===== src/rtl/tape_seq_pkg.sv =====
package tape_seq_pkg;

  // step up with wrap inside [0, n)
  function automatic int unsigned wrap_inc(int unsigned v, int unsigned n);
    return (v + 1 >= n) ? 0 : v + 1;
  endfunction

  // step down with wrap inside [0, n)
  function automatic int unsigned wrap_dec(int unsigned v, int unsigned n);
    return (v == 0) ? n - 1 : v - 1;
  endfunction

  // absolute storage block of block 'cnt' within tape 'idx'
  function automatic int unsigned blk_addr(int unsigned idx, int unsigned cnt,
                                           int unsigned per_tape);
    return idx * per_tape + cnt;
  endfunction

endpackage


===== src/rtl/tape_sel.sv =====
module tape_sel
  import tape_seq_pkg::*;
#(
  parameter int TAPE_COUNT = 16,
  parameter int IDX_W      = 4
) (
  input  logic             clk,
  input  logic             rst_n,
  input  logic             en,
  input  logic             step_up,
  input  logic             step_dn,
  output logic [IDX_W-1:0] idx,
  output logic             chg
);

  logic [IDX_W-1:0] idx_n;

  always_comb begin
    idx_n = idx;
    chg   = 1'b0;
    if (en && (step_up ^ step_dn)) begin
      chg   = 1'b1;
      idx_n = step_up ? IDX_W'(wrap_inc(int'(idx), TAPE_COUNT))
                      : IDX_W'(wrap_dec(int'(idx), TAPE_COUNT));
    end
  end

  always_ff @(posedge clk) begin
    if (!rst_n) idx <= '0;
    else        idx <= idx_n;
  end

endmodule


===== src/rtl/play_ctl.sv =====
module play_ctl (
  input  logic clk,
  input  logic rst_n,
  input  logic toggle,
  output logic on,
  output logic start
);

  assign start = toggle && !on;

  always_ff @(posedge clk) begin
    if (!rst_n)      on <= 1'b0;
    else if (toggle) on <= !on;
  end

endmodule


===== src/rtl/rd_gate.sv =====
module rd_gate
  import tape_seq_pkg::*;
#(
  parameter int BLOCKS = 32,
  parameter int CNT_W  = 5
) (
  input  logic             clk,
  input  logic             rst_n,
  input  logic             active,
  input  logic             clr,
  input  logic             need,
  input  logic             busy,
  output logic             pending,
  output logic             issue,
  output logic [CNT_W-1:0] cnt
);

  logic pending_n;

  assign issue = pending && !busy && active;

  always_comb begin
    if (!active)   pending_n = 1'b0;
    else if (need) pending_n = 1'b1;
    else if (issue) pending_n = 1'b0;
    else           pending_n = pending;
  end

  always_ff @(posedge clk) begin
    if (!rst_n) begin
      pending <= 1'b0;
      cnt     <= '0;
    end else begin
      pending <= pending_n;
      if (clr)        cnt <= '0;
      else if (issue) cnt <= CNT_W'(wrap_inc(int'(cnt), BLOCKS));
    end
  end

endmodule


===== src/rtl/tape_seq_top.sv =====
module tape_seq_top
  import tape_seq_pkg::*;
#(
  parameter int TAPE_COUNT      = 16,
  parameter int BLOCKS_PER_TAPE = 32,
  parameter int BLK_W           = 32,
  localparam int IDX_W = (TAPE_COUNT > 1) ? $clog2(TAPE_COUNT) : 1,
  localparam int CNT_W = (BLOCKS_PER_TAPE > 1) ? $clog2(BLOCKS_PER_TAPE) : 1
) (
  input  logic             clk,
  input  logic             rst_n,
  input  logic             btn_play,
  input  logic             btn_next,
  input  logic             btn_prev,
  input  logic             strm_need,
  input  logic             sd_busy,
  input  logic             sd_byte_valid,
  input  logic [7:0]       sd_byte,
  output logic             sd_rd,
  output logic [BLK_W-1:0] sd_blk,
  output logic             strm_rst,
  output logic             strm_byte_valid,
  output logic [7:0]       strm_byte,
  output logic             play_on,
  output logic [IDX_W-1:0] tape_idx
);

  // named internal events
  logic             play_start;
  logic             tape_chg;
  logic             rd_issue;
  logic             rd_pending;
  logic [CNT_W-1:0] blk_cnt;

  play_ctl u_play (
    .clk    (clk),
    .rst_n  (rst_n),
    .toggle (btn_play),
    .on     (play_on),
    .start  (play_start)
  );

  tape_sel #(.TAPE_COUNT(TAPE_COUNT), .IDX_W(IDX_W)) u_sel (
    .clk     (clk),
    .rst_n   (rst_n),
    .en      (!play_on),
    .step_up (btn_next),
    .step_dn (btn_prev),
    .idx     (tape_idx),
    .chg     (tape_chg)
  );

  rd_gate #(.BLOCKS(BLOCKS_PER_TAPE), .CNT_W(CNT_W)) u_gate (
    .clk     (clk),
    .rst_n   (rst_n),
    .active  (play_on),
    .clr     (play_start || tape_chg),
    .need    (strm_need),
    .busy    (sd_busy),
    .pending (rd_pending),
    .issue   (rd_issue),
    .cnt     (blk_cnt)
  );

  assign sd_rd           = rd_issue;
  assign sd_blk          = BLK_W'(blk_addr(int'(tape_idx), int'(blk_cnt), BLOCKS_PER_TAPE));
  assign strm_rst        = !play_on;
  assign strm_byte_valid = sd_byte_valid && play_on;
  assign strm_byte       = sd_byte;

endmodule


===== config.mk =====
export PLATFORM = sky130hd
export DESIGN_NAME = tape_seq_top
export DESIGN_NICKNAME = d
export VERILOG_FILES = /design/src/rtl/tape_seq_pkg.sv /design/src/rtl/tape_sel.sv /design/src/rtl/play_ctl.sv /design/src/rtl/rd_gate.sv /design/src/rtl/tape_seq_top.sv
export SDC_FILE = /design/constraint.sdc
export NUM_CORES = 1
export LEC_CHECK = 0
export BUFFER_PORTS_ARGS = -buffer_cell sky130_fd_sc_hd__buf_2
export CORE_ASPECT_RATIO = 1.25
export CORE_MARGIN = 2
export CORE_UTILIZATION = 41
export DETAILED_ROUTE_END_ITERATION = 8
export PLACE_DENSITY = 0.82
export RECOVER_POWER = 25
export SYNTH_ARGS = -nofsm -noshare
export SYNTH_HDL_FRONTEND = slang
export SYNTH_HIERARCHICAL = 1
export SYNTH_SLANG_ARGS = --single-unit

===== constraint.sdc =====
create_clock -name clk -period 1.56 [get_ports clk]
set_input_delay 0.156 -clock clk [delete_from_list [all_inputs] [get_ports clk]]
set_output_delay 0.156 -clock clk [all_outputs]
set_load 0.005 [all_outputs]

# After elaboration in Yosys (flattened, before gate mapping)
# Index checks and enable logic that the tools add are counted.
[word_totals]
register_bits = 11
[classes]
addsub = 4
n_lt_le_gt_ge = 2
n_mux = 7
bitwise_logic = 2
reduce_logical = 12
[ops]
columns = ["cell", "count"]
rows = [
  ["$mux W4", 3],
  ["$add A9 B5 Y10", 1],
  ["$add A5 B1 Y6 const B", 1],
  ["$ge A6 B6 Y1 const B", 1],
  ["$add A4 B1 Y5 const B", 1],
  ["$ge A5 B5 Y1 const B", 1],
  ["$logic_and A1 B1 Y1", 5],
  ["$mux W5", 1],
  ["$logic_not A4 Y1", 1],
  ["$sub A4 B1 Y4 const B", 1],
  ["$mux W1", 3],
  ["$logic_not A1 Y1", 2],
  ["$reduce_and A2 Y1", 1],
  ["$reduce_bool A2 Y1", 1],
  ["$reduce_or A2 Y1", 1],
  ["$logic_or A1 B1 Y1", 1],
  ["$not A1 Y1", 1],
  ["$xor A1 B1 Y1", 1],
]

# Longest topological paths before layout
# Gate-level depths: netlist of the first run.
[depth]
depth_word = 5
ltp_mapped = 7
depth_no_buf = 6

# Cells and area by module
# The synthesis of the first run kept the hierarchy.
[modules_own_cells]
columns = ["module", "n_inst", "cells_each", "area_each_um2", "seq_area_each_um2"]
rows = [
  ["tape_sel", 1, 37, 305.3, 80.1],
  ["rd_gate", 1, 34, 299.0, 120.1],
  ["tape_seq_top", 1, 39, 282.8, 0.0],
  ["play_ctl", 1, 4, 47.5, 20.0],
]

# Worst setup path before layout of the first run
# No wires, ideal clock.
[synth_path]
path_kind = "register to register"
from = "reg u_play.on"
to = "reg u_gate.cnt[1]"
setup_ps = 65
arrival_ps = 1367
required_time_ps = 1495
setup_slack_ps = 128
path_stages_with_launch = 7
period_less_slack_ps = 1432
cell_sequence = "dfxtp_1 -> inv_1 -> and2_1 -> or2_1 -> inv_1 -> o311ai_0 -> nor2_1"
[synth_via]
elab_chain_cells = 5
word_cells_on_any_way = 7
cone_classes = "mux: 1; reduce/logical: 6"
[synth_lines]
columns = ["item", "line_no", "rtl"]
rows = [
  ["start: declaration", "play_ctl.sv:5", "output logic on,"],
  ["start signal: assignment", "play_ctl.sv:13", "else if (toggle) on <= !on;"],
  ["$logic_not A1 Y1", "n/a", ""],
  ["net strm_rst", "tape_seq_top.sv:21", "output logic strm_rst,"],
  ["$logic_and A1 B1 Y1", "tape_sel.sv:21", "if (en && (step_up ^ step_dn)) begin"],
  ["$mux W1", "tape_sel.sv:21", ""],
  ["net tape_chg", "tape_seq_top.sv:30", "logic tape_chg;"],
  ["$logic_or A1 B1 Y1", "tape_seq_top.sv:57", ".clr (play_start || tape_chg),"],
  ["$reduce_or A2 Y1 (no line)", "n/a", ""],
  ["end signal: assignment", "rd_gate.sv:36", "else if (issue) cnt <= CNT_W'(wrap_inc(int'(cnt), BLOCKS));"],
  ["end: declaration", "rd_gate.sv:15", "output logic [CNT_W-1:0] cnt"],
]
# The timed path passes the listed nets, and every way through them passes these cells.
# A chain may end at the register's enable or synchronous reset.

# Worst setup path after layout of the first run
[layout_path]
from = "reg u_sel.idx[1]"
to = "reg u_sel.idx[2]"
[layout_via]
elab_chain_cells = 4
word_cells_on_any_way = 7
cone_classes = "add/sub: 2; order compare: 1; mux: 3; reduce/logical: 1"
[layout_lines]
columns = ["item", "line_no", "rtl"]
rows = [
  ["start: declaration", "tape_sel.sv:12", "output logic [IDX_W-1:0] idx,"],
  ["start signal: assignment", "tape_sel.sv:30", "else idx <= idx_n;"],
  ["$add A4 B1 Y5", "tape_seq_pkg.sv:5", "return (v + 1 >= n) ? 0 : v + 1;"],
  ["$ge A5 B5 Y1", "tape_seq_pkg.sv:5", ""],
  ["$mux W4", "tape_seq_pkg.sv:5", ""],
  ["$mux W4 *", "tape_sel.sv:23", "idx_n = step_up ? IDX_W'(wrap_inc(int'(idx), TAPE_COUNT))"],
]
# Mark *: on every way between the ends. The rest lies on a longest branch, timed or not.

==> flow_metrics.env, run 1 <==
export IMPL_hp_start="strm_need"
export IMPL_die_h_um=57.4
export IMPL_grt_pass1_wl_um=2700
export IMPL_reg2reg_to="u_sel/idx[2]$_SDFFE_PN0P_"
export IMPL_pre_cts_ws_ns=0.0700
export IMPL_drc_errors=0
export IMPL_root_buffer="clkbuf_4"
export IMPL_dieArea_sq_um=2680
export IMPL_pin_count=64
export IMPL_slew_viol_final=0
export IMPL_h_tree_depth=1
export IMPL_timing_fmax_mhz=692
export IMPL_cp_slowest_cell="dfxtp_1"
export IMPL_min_path_type="primary input to register"
export IMPL_synth_ff_type="dfxtp_1"
export IMPL_wl_per_cell_um=10.5
export IMPL_die_x_um=46.7
export IMPL_via_per_inst=4.53
export IMPL_synth_seq_cells=11
export IMPL_final_util=0.431
export IMPL_grt_start_max_net_pins=10
export IMPL_fin_crit_ns=1.45
export IMPL_fin_ws_ns=0.114
export IMPL_drt_total_wl_um=1670
export IMPL_fillCellCount=250
export IMPL_syn_to_final_growth_pct=0.937
export IMPL_synthArstFlopShare=0
export IMPL_vias=724
export IMPL_io_buffers=24
export IMPL_leakage_uw=0.000491
export IMPL_path_buf_inv=1
export IMPL_path_delay_family="flip-flops"
export IMPL_post_cts_setup_buffers=0
export IMPL_synth_edf_count=0
export IMPL_final_common_cell="buf_2"
export IMPL_avgSynthCellArea_sq_um=8.20
export IMPL_firstDrtPassIters=4
export IMPL_layout_drive_gt1_share=0.256
export IMPL_timing_final_crit_share=0.927
export IMPL_synth_cells=114
export IMPL_core_sq_um=2190
export IMPL_path_class="register to register"
export IMPL_gp_congestion=0.830
export IMPL_ant_nets=0
export IMPL_synth_cell_type_count=35
export IMPL_path_cells="inv_1 > ha_1 > mux2_1 > nand3_1 > xnor2_1 > and2_1"
export IMPL_final_area_sq_um=943
export IMPL_final_cell_mix="buf_2, conb_1, dfxtp_1"
export IMPL_seq_area_frac_synth=0.236
export IMPL_antenna_found_initial=0
export IMPL_peakVddDrop_uv=385
export IMPL_min_path_cells=3
export IMPL_ctsHoldBuffers=0
export IMPL_fin_nets=149
export IMPL_grt_overflow=0
export IMPL_antennaDiodeCount=0
export IMPL_run_status="finished clean"
export IMPL_cts_tree="yes"
export IMPL_ys_warnings_count=6
export IMPL_rrSetupSlack_ns=0.11
export IMPL_required_ns=1.72
export IMPL_syn_area_sq_um=935
export IMPL_cts_sink_count=11
export IMPL_cts_made_buffers=3
export IMPL_drt_iter0_markers=7
export IMPL_clk_path_buf_depth=2
export IMPL_rsz0062_at_grt="false"
export IMPL_setup_violations=0
export IMPL_arrival_ns=1.61
export IMPL_reg2reg_from="u_sel/idx[1]$_SDFFE_PN0P_"
export IMPL_grt_usage=0.134
export IMPL_cts_resized=0
export IMPL_cp_max_fo=7
export IMPL_dp_hpwl_um=1330
export IMPL_min_to="u_gate/pending$_SDFFE_PN0P_"
export IMPL_power_density_nw_per_um2=738
export IMPL_r2r_cells=6
export IMPL_clock_skew_ns=0.00682
export IMPL_placed_area_sq_um=916
export IMPL_fin_setup_tns_ns=0
export IMPL_std_cell_rows=19
export IMPL_critPathMaxStageDelay_ns=0.42
export IMPL_setup_worst_path_end_class="register"
export IMPL_start_kind="register"
export IMPL_path_clk_slew_ns=0.07
export IMPL_maxCapViolCount=0
export IMPL_hold_viol_final=0
export IMPL_start_util=0.427
export IMPL_grt_pass1_vias=662
export IMPL_clk_insertion_delay_late_ns=0.26
cells in the mapped netlist (2+ instances only):
library cell,instances,area share
buf_4,35,0.28
dfxtp_1,11,0.24
inv_1,6,0.024
nand2_1,6,0.024
nor2_1,5,0.020
o21ai_0,5,0.027
a21oi_1,4,0.021
and2_1,4,0.027
a31oi_1,3,0.020
ha_1,3,0.040
xor2_1,3,0.028
nand2b_1,2,0.013
nand3_1,2,0.011
nand4b_1,2,0.019
or4_1,2,0.016
xnor2_1,2,0.019
stage by stage:
| step | power [uW] | std cells | hold slack [ns] |
|---|---|---|---|
| global route | 750 | 160 | 0.130 |
| finish | 696 | 160 | 0.111 |
| CTS | 701 | 160 | 0.109 |
| global placement | 503 | 156 | 0.312 |
| floorplan | 520 | 136 | 0.273 |
| detailed placement | 510 | 156 | 0.312 |
final cells by class:
class	count	area [sq um]	share of cell area
Multi-Input combinational cell	82	503	0.533
Sequential cell	11	221	0.235
Timing Repair Buffer	25	128	0.135
Tap cell	31	38.8	0.0411
Clock buffer	4	26.3	0.0279
Inverter	7	26.3	0.0279
flip-flops by register name, indices dropped and copies added (netlist names):
signal	cells
u_sel/idx	4
u_play/on	1
u_gate/cnt	5
u_gate/pending	1
cell families (layout without fill, tap and decap cells):
| logic type | after synthesis | in the layout | synth area share |
|---|---|---|---|
| and+or+nand+nor | 29 | 29 | 0.194 |
| adders and majority gates | 3 | 3 | 0.0402 |
| xor gates and xnor gates | 5 | 5 | 0.0469 |
| buffers and inverters | 43 | 36 | 0.315 |
| other | 1 | 23 | 0.00401 |
| AOI/OAI and AO/OA | 20 | 20 | 0.142 |
| DFF | 11 | 11 | 0.236 |
| muxes | 2 | 2 | 0.0228 |
routing by layer:
layer | track usage | wire [um]
met5 | 0 | 0
met4 | 0.0635 | 10
met3 | 0.0316 | 102
met2 | 0.210 | 837
met1 | 0.169 | 723
power by group:
group | internal [uW] | switching, uW | total (uW)
clock network | 98.8 | 90.5 | 189
logic | 87.9 | 92.2 | 180
registers | 297 | 29.5 | 327
how the worst max path moves through the flow:
stage / startpoint / to / slack (ns) / cells after the start
5_1_grt: u_sel/idx[1]$_SDFFE_PN0P_ / u_sel/idx[2]$_SDFFE_PN0P_ / 0.001 / 6
2_1_floorplan: u_play/on$_SDFFE_PN0P_ / u_gate/cnt[1]$_SDFFE_PP0P_ / 0.13 / 6
4_1_cts: u_sel/idx[0]$_SDFFE_PN0P_ / u_sel/idx[3]$_SDFFE_PN0P_ / 0.05 / 4
3_3_place_gp: u_sel/idx[0]$_SDFFE_PN0P_ / u_sel/idx[2]$_SDFFE_PN0P_ / 0.12 / 6
6_report: u_sel/idx[1]$_SDFFE_PN0P_ / u_sel/idx[2]$_SDFFE_PN0P_ / 0.11 / 6
3_5_place_dp: u_sel/idx[0]$_SDFFE_PN0P_ / u_sel/idx[2]$_SDFFE_PN0P_ / 0.07 / 6
worst reg2reg max path: stages, from the launching register on:
cell     delay [ns]
dfxtp_1        0.42
inv_1          0.11
ha_1           0.21
mux2_1         0.29
nand3_1        0.10
xnor2_1        0.06
and2_1         0.16
(Power assumes the default switching activity.)
==> inputs of run 2 (changes only) <==
--- a/config.mk
+++ b/config.mk
@@ -5,12 +5,12 @@
 export SDC_FILE = /design/constraint.sdc
 export NUM_CORES = 1
 export LEC_CHECK = 0
-export BUFFER_PORTS_ARGS = -buffer_cell sky130_fd_sc_hd__buf_2
 export CORE_ASPECT_RATIO = 1.25
 export CORE_MARGIN = 2
-export CORE_UTILIZATION = 41
+export CORE_UTILIZATION = 55
 export DETAILED_ROUTE_END_ITERATION = 8
-export PLACE_DENSITY = 0.82
+export DONT_BUFFER_PORTS = 1
+export PLACE_DENSITY = 0.73
 export RECOVER_POWER = 25
 export SYNTH_ARGS = -nofsm -noshare
 export SYNTH_HDL_FRONTEND = slang
==> run 2 against run 1 <==
Compared with the run above: sequential share of layout area is 1.8 points higher; final area is 7.8% lower; first-iteration DRC count fell by 14%; critical path type unchanged; sequential power decreased by 4%; die area fell by 24%; critical path depth did not move; routed wire length decreased by 4.2%; largest power group unchanged; via count down 10%; sequential cell count unchanged; global-route usage increased by 2.7 points; final cell count fell by 18%; largest cell class unchanged.
==> flow_metrics.env, run 2 (same netlist as run 1, synthesis figures left out) <==
export IMPL_cts_sink_count=11
export IMPL_die_h_um=50.1
export IMPL_hold_viol_final=0
export IMPL_grt_usage=0.161
export IMPL_firstDrtPassIters=4
export IMPL_grt_pass1_wl_um=2190
export IMPL_drc_errors=0
export IMPL_slew_viol_final=0
export IMPL_setup_violations=0
export IMPL_die_x_um=40.9
export IMPL_via_per_inst=4.95
export IMPL_path_clk_slew_ns=0.07
export IMPL_std_cell_rows=16
export IMPL_final_common_cell="conb_1"
export IMPL_timing_final_crit_share=0.903
export IMPL_antennaDiodeCount=0
export IMPL_fin_ws_ns=0.151
export IMPL_slew_headroom=0.664
export IMPL_clk_path_buf_depth=2
export IMPL_worstMarginPinSlew_ns=0.498
export IMPL_peakVddDrop_uv=366
export IMPL_top_register="u_gate/cnt"
export IMPL_dieArea_sq_um=2050
export IMPL_grt_overflow=0
export IMPL_layout_drive_gt1_share=0.106
export IMPL_min_path_type="primary input to register"
export IMPL_fin_setup_tns_ns=0
export IMPL_timing_fmax_mhz=710
export IMPL_run_status="finished clean"
export IMPL_setup_worst_path_end_class="register"
export IMPL_h_tree_depth=1
export IMPL_cts_resized=0
export IMPL_power_density_nw_per_um2=786
export IMPL_r2r_cells=6
export IMPL_fillCellCount=166
export IMPL_path_class="register to register"
export IMPL_syn_to_final_growth_pct=-6.96
export IMPL_largestRegisters="u_gate/cnt (5), u_sel/idx (4)"
export IMPL_start_util=0.591
export IMPL_required_ns=1.76
export IMPL_final_cell_mix="conb_1, dfxtp_1, inv_1, nand2_1"
export IMPL_post_cts_setup_buffers=0
export IMPL_reg2reg_to="u_gate/cnt[2]$_SDFFE_PP0P_"
export IMPL_grt_start_max_net_pins=9
export IMPL_io_buffers=0
export IMPL_clock_skew_ns=0.00530
export IMPL_gp_congestion=0.635
export IMPL_grt_pass1_vias=548
export IMPL_ant_nets=0
export IMPL_largest_register_ffs=5
export IMPL_final_util=0.550
export IMPL_cts_tree="yes"
export IMPL_maxCapViolCount=0
export IMPL_reg2reg_from="u_play/on$_SDFFE_PN0P_"
export IMPL_cp_slowest_cell="dfxtp_1"
export IMPL_fin_crit_ns=1.41
export IMPL_arrival_ns=1.61
export IMPL_path_cells="clkbuf_1 > nor2b_4 > or2_1 > inv_1 > o311ai_0 > nor2_1"
export IMPL_rsz0062_at_grt="false"
export IMPL_min_path_cells=2
export IMPL_leakage_uw=0.000410
export IMPL_rrSetupSlack_ns=0.15
export IMPL_drt_iter0_markers=6
export IMPL_clk_insertion_delay_late_ns=0.27
export IMPL_fin_nets=133
export IMPL_min_to="u_sel/idx[3]$_SDFFE_PN0P_"
export IMPL_core_sq_um=1580
export IMPL_critPathMaxStageDelay_ns=0.42
export IMPL_vias=648
export IMPL_dp_hpwl_um=1240
export IMPL_hold_ws_ns=0.0245
export IMPL_pin_count=64
export IMPL_ctsHoldBuffers=2
export IMPL_start_kind="register"
export IMPL_pre_cts_ws_ns=0.155
export IMPL_cts_made_buffers=3
export IMPL_antenna_found_initial=0
export IMPL_cp_max_fo=5
export IMPL_drt_total_wl_um=1600
export IMPL_hp_start="rst_n"
export IMPL_wl_per_cell_um=12.2
export IMPL_root_buffer="clkbuf_4"
## run 2: cell types whose count changed in the layout (fill, tap and decap cells not counted)
cell           change
buf_4              +4
clkbuf_1           +1
buf_2             -24
dfxtp_1            +1
dfxtp_2            -1
dlygate4sd3_1      +3
## run 2: critical path, delay by kind of cell (launching register included)
kind | cells | cell delay [ns]
AOI/OAI and AO/OA | 1 | 0.18
and+or+nand+nor | 3 | 0.42
buffers and inverters | 2 | 0.33
DFF | 1 | 0.42
## run 2: worst max path at each step
stage	start	endpoint	slack [ns]	depth (start not counted)
after global routing	u_play/on$_SDFFE_PN0P_	u_gate/cnt[2]$_SDFFE_PP0P_	0.04	6
after global placement	u_sel/idx[0]$_SDFFE_PN0P_	u_sel/idx[3]$_SDFFE_PN0P_	0.19	4
after floorplan	u_play/on$_SDFFE_PN0P_	u_gate/cnt[1]$_SDFFE_PP0P_	0.13	6
after CTS	u_sel/idx[1]$_SDFFE_PN0P_	u_sel/idx[2]$_SDFFE_PN0P_	0.14	6
after detailed placement	u_sel/idx[1]$_SDFFE_PN0P_	u_sel/idx[2]$_SDFFE_PN0P_	0.15	6
final	u_play/on$_SDFFE_PN0P_	u_gate/cnt[2]$_SDFFE_PP0P_	0.15	6
## run 2: per-stage QoR
step	total power [uW]	std cells	instance area, sq um
2_1_floorplan	520	136	1020
3_3_place_gp	485	124	817
3_5_place_dp	490	124	817
4_1_cts	696	130	863
5_1_grt	736	131	870
6_report	684	131	870
## run 2: cell type report
class                           instances  area (sq um)  area share
Inverter                                7          26.3      0.0302
Sequential cell                        11           220       0.253
Timing Repair Buffer                    9          71.3      0.0820
Multi-Input combinational cell         82           503       0.578
Clock buffer                            4          26.3      0.0302
Tap cell                               18          22.5      0.0259
## run 2: metal layers
layer  wire length (um)  share of wire  up-vias  track usage
li1                   -              -      323            -
met1                604           0.38      300        0.144
met2                884           0.55       25        0.258
met3                113          0.070        0        0.104
met4                  0              0        0       0.0833
met5                  0              0        -            0
## run 2: power breakdown
group,internal (uW),switching [uW]
registers,297,16.7
logic,84.3,91.8
clock network,99.0,95.3
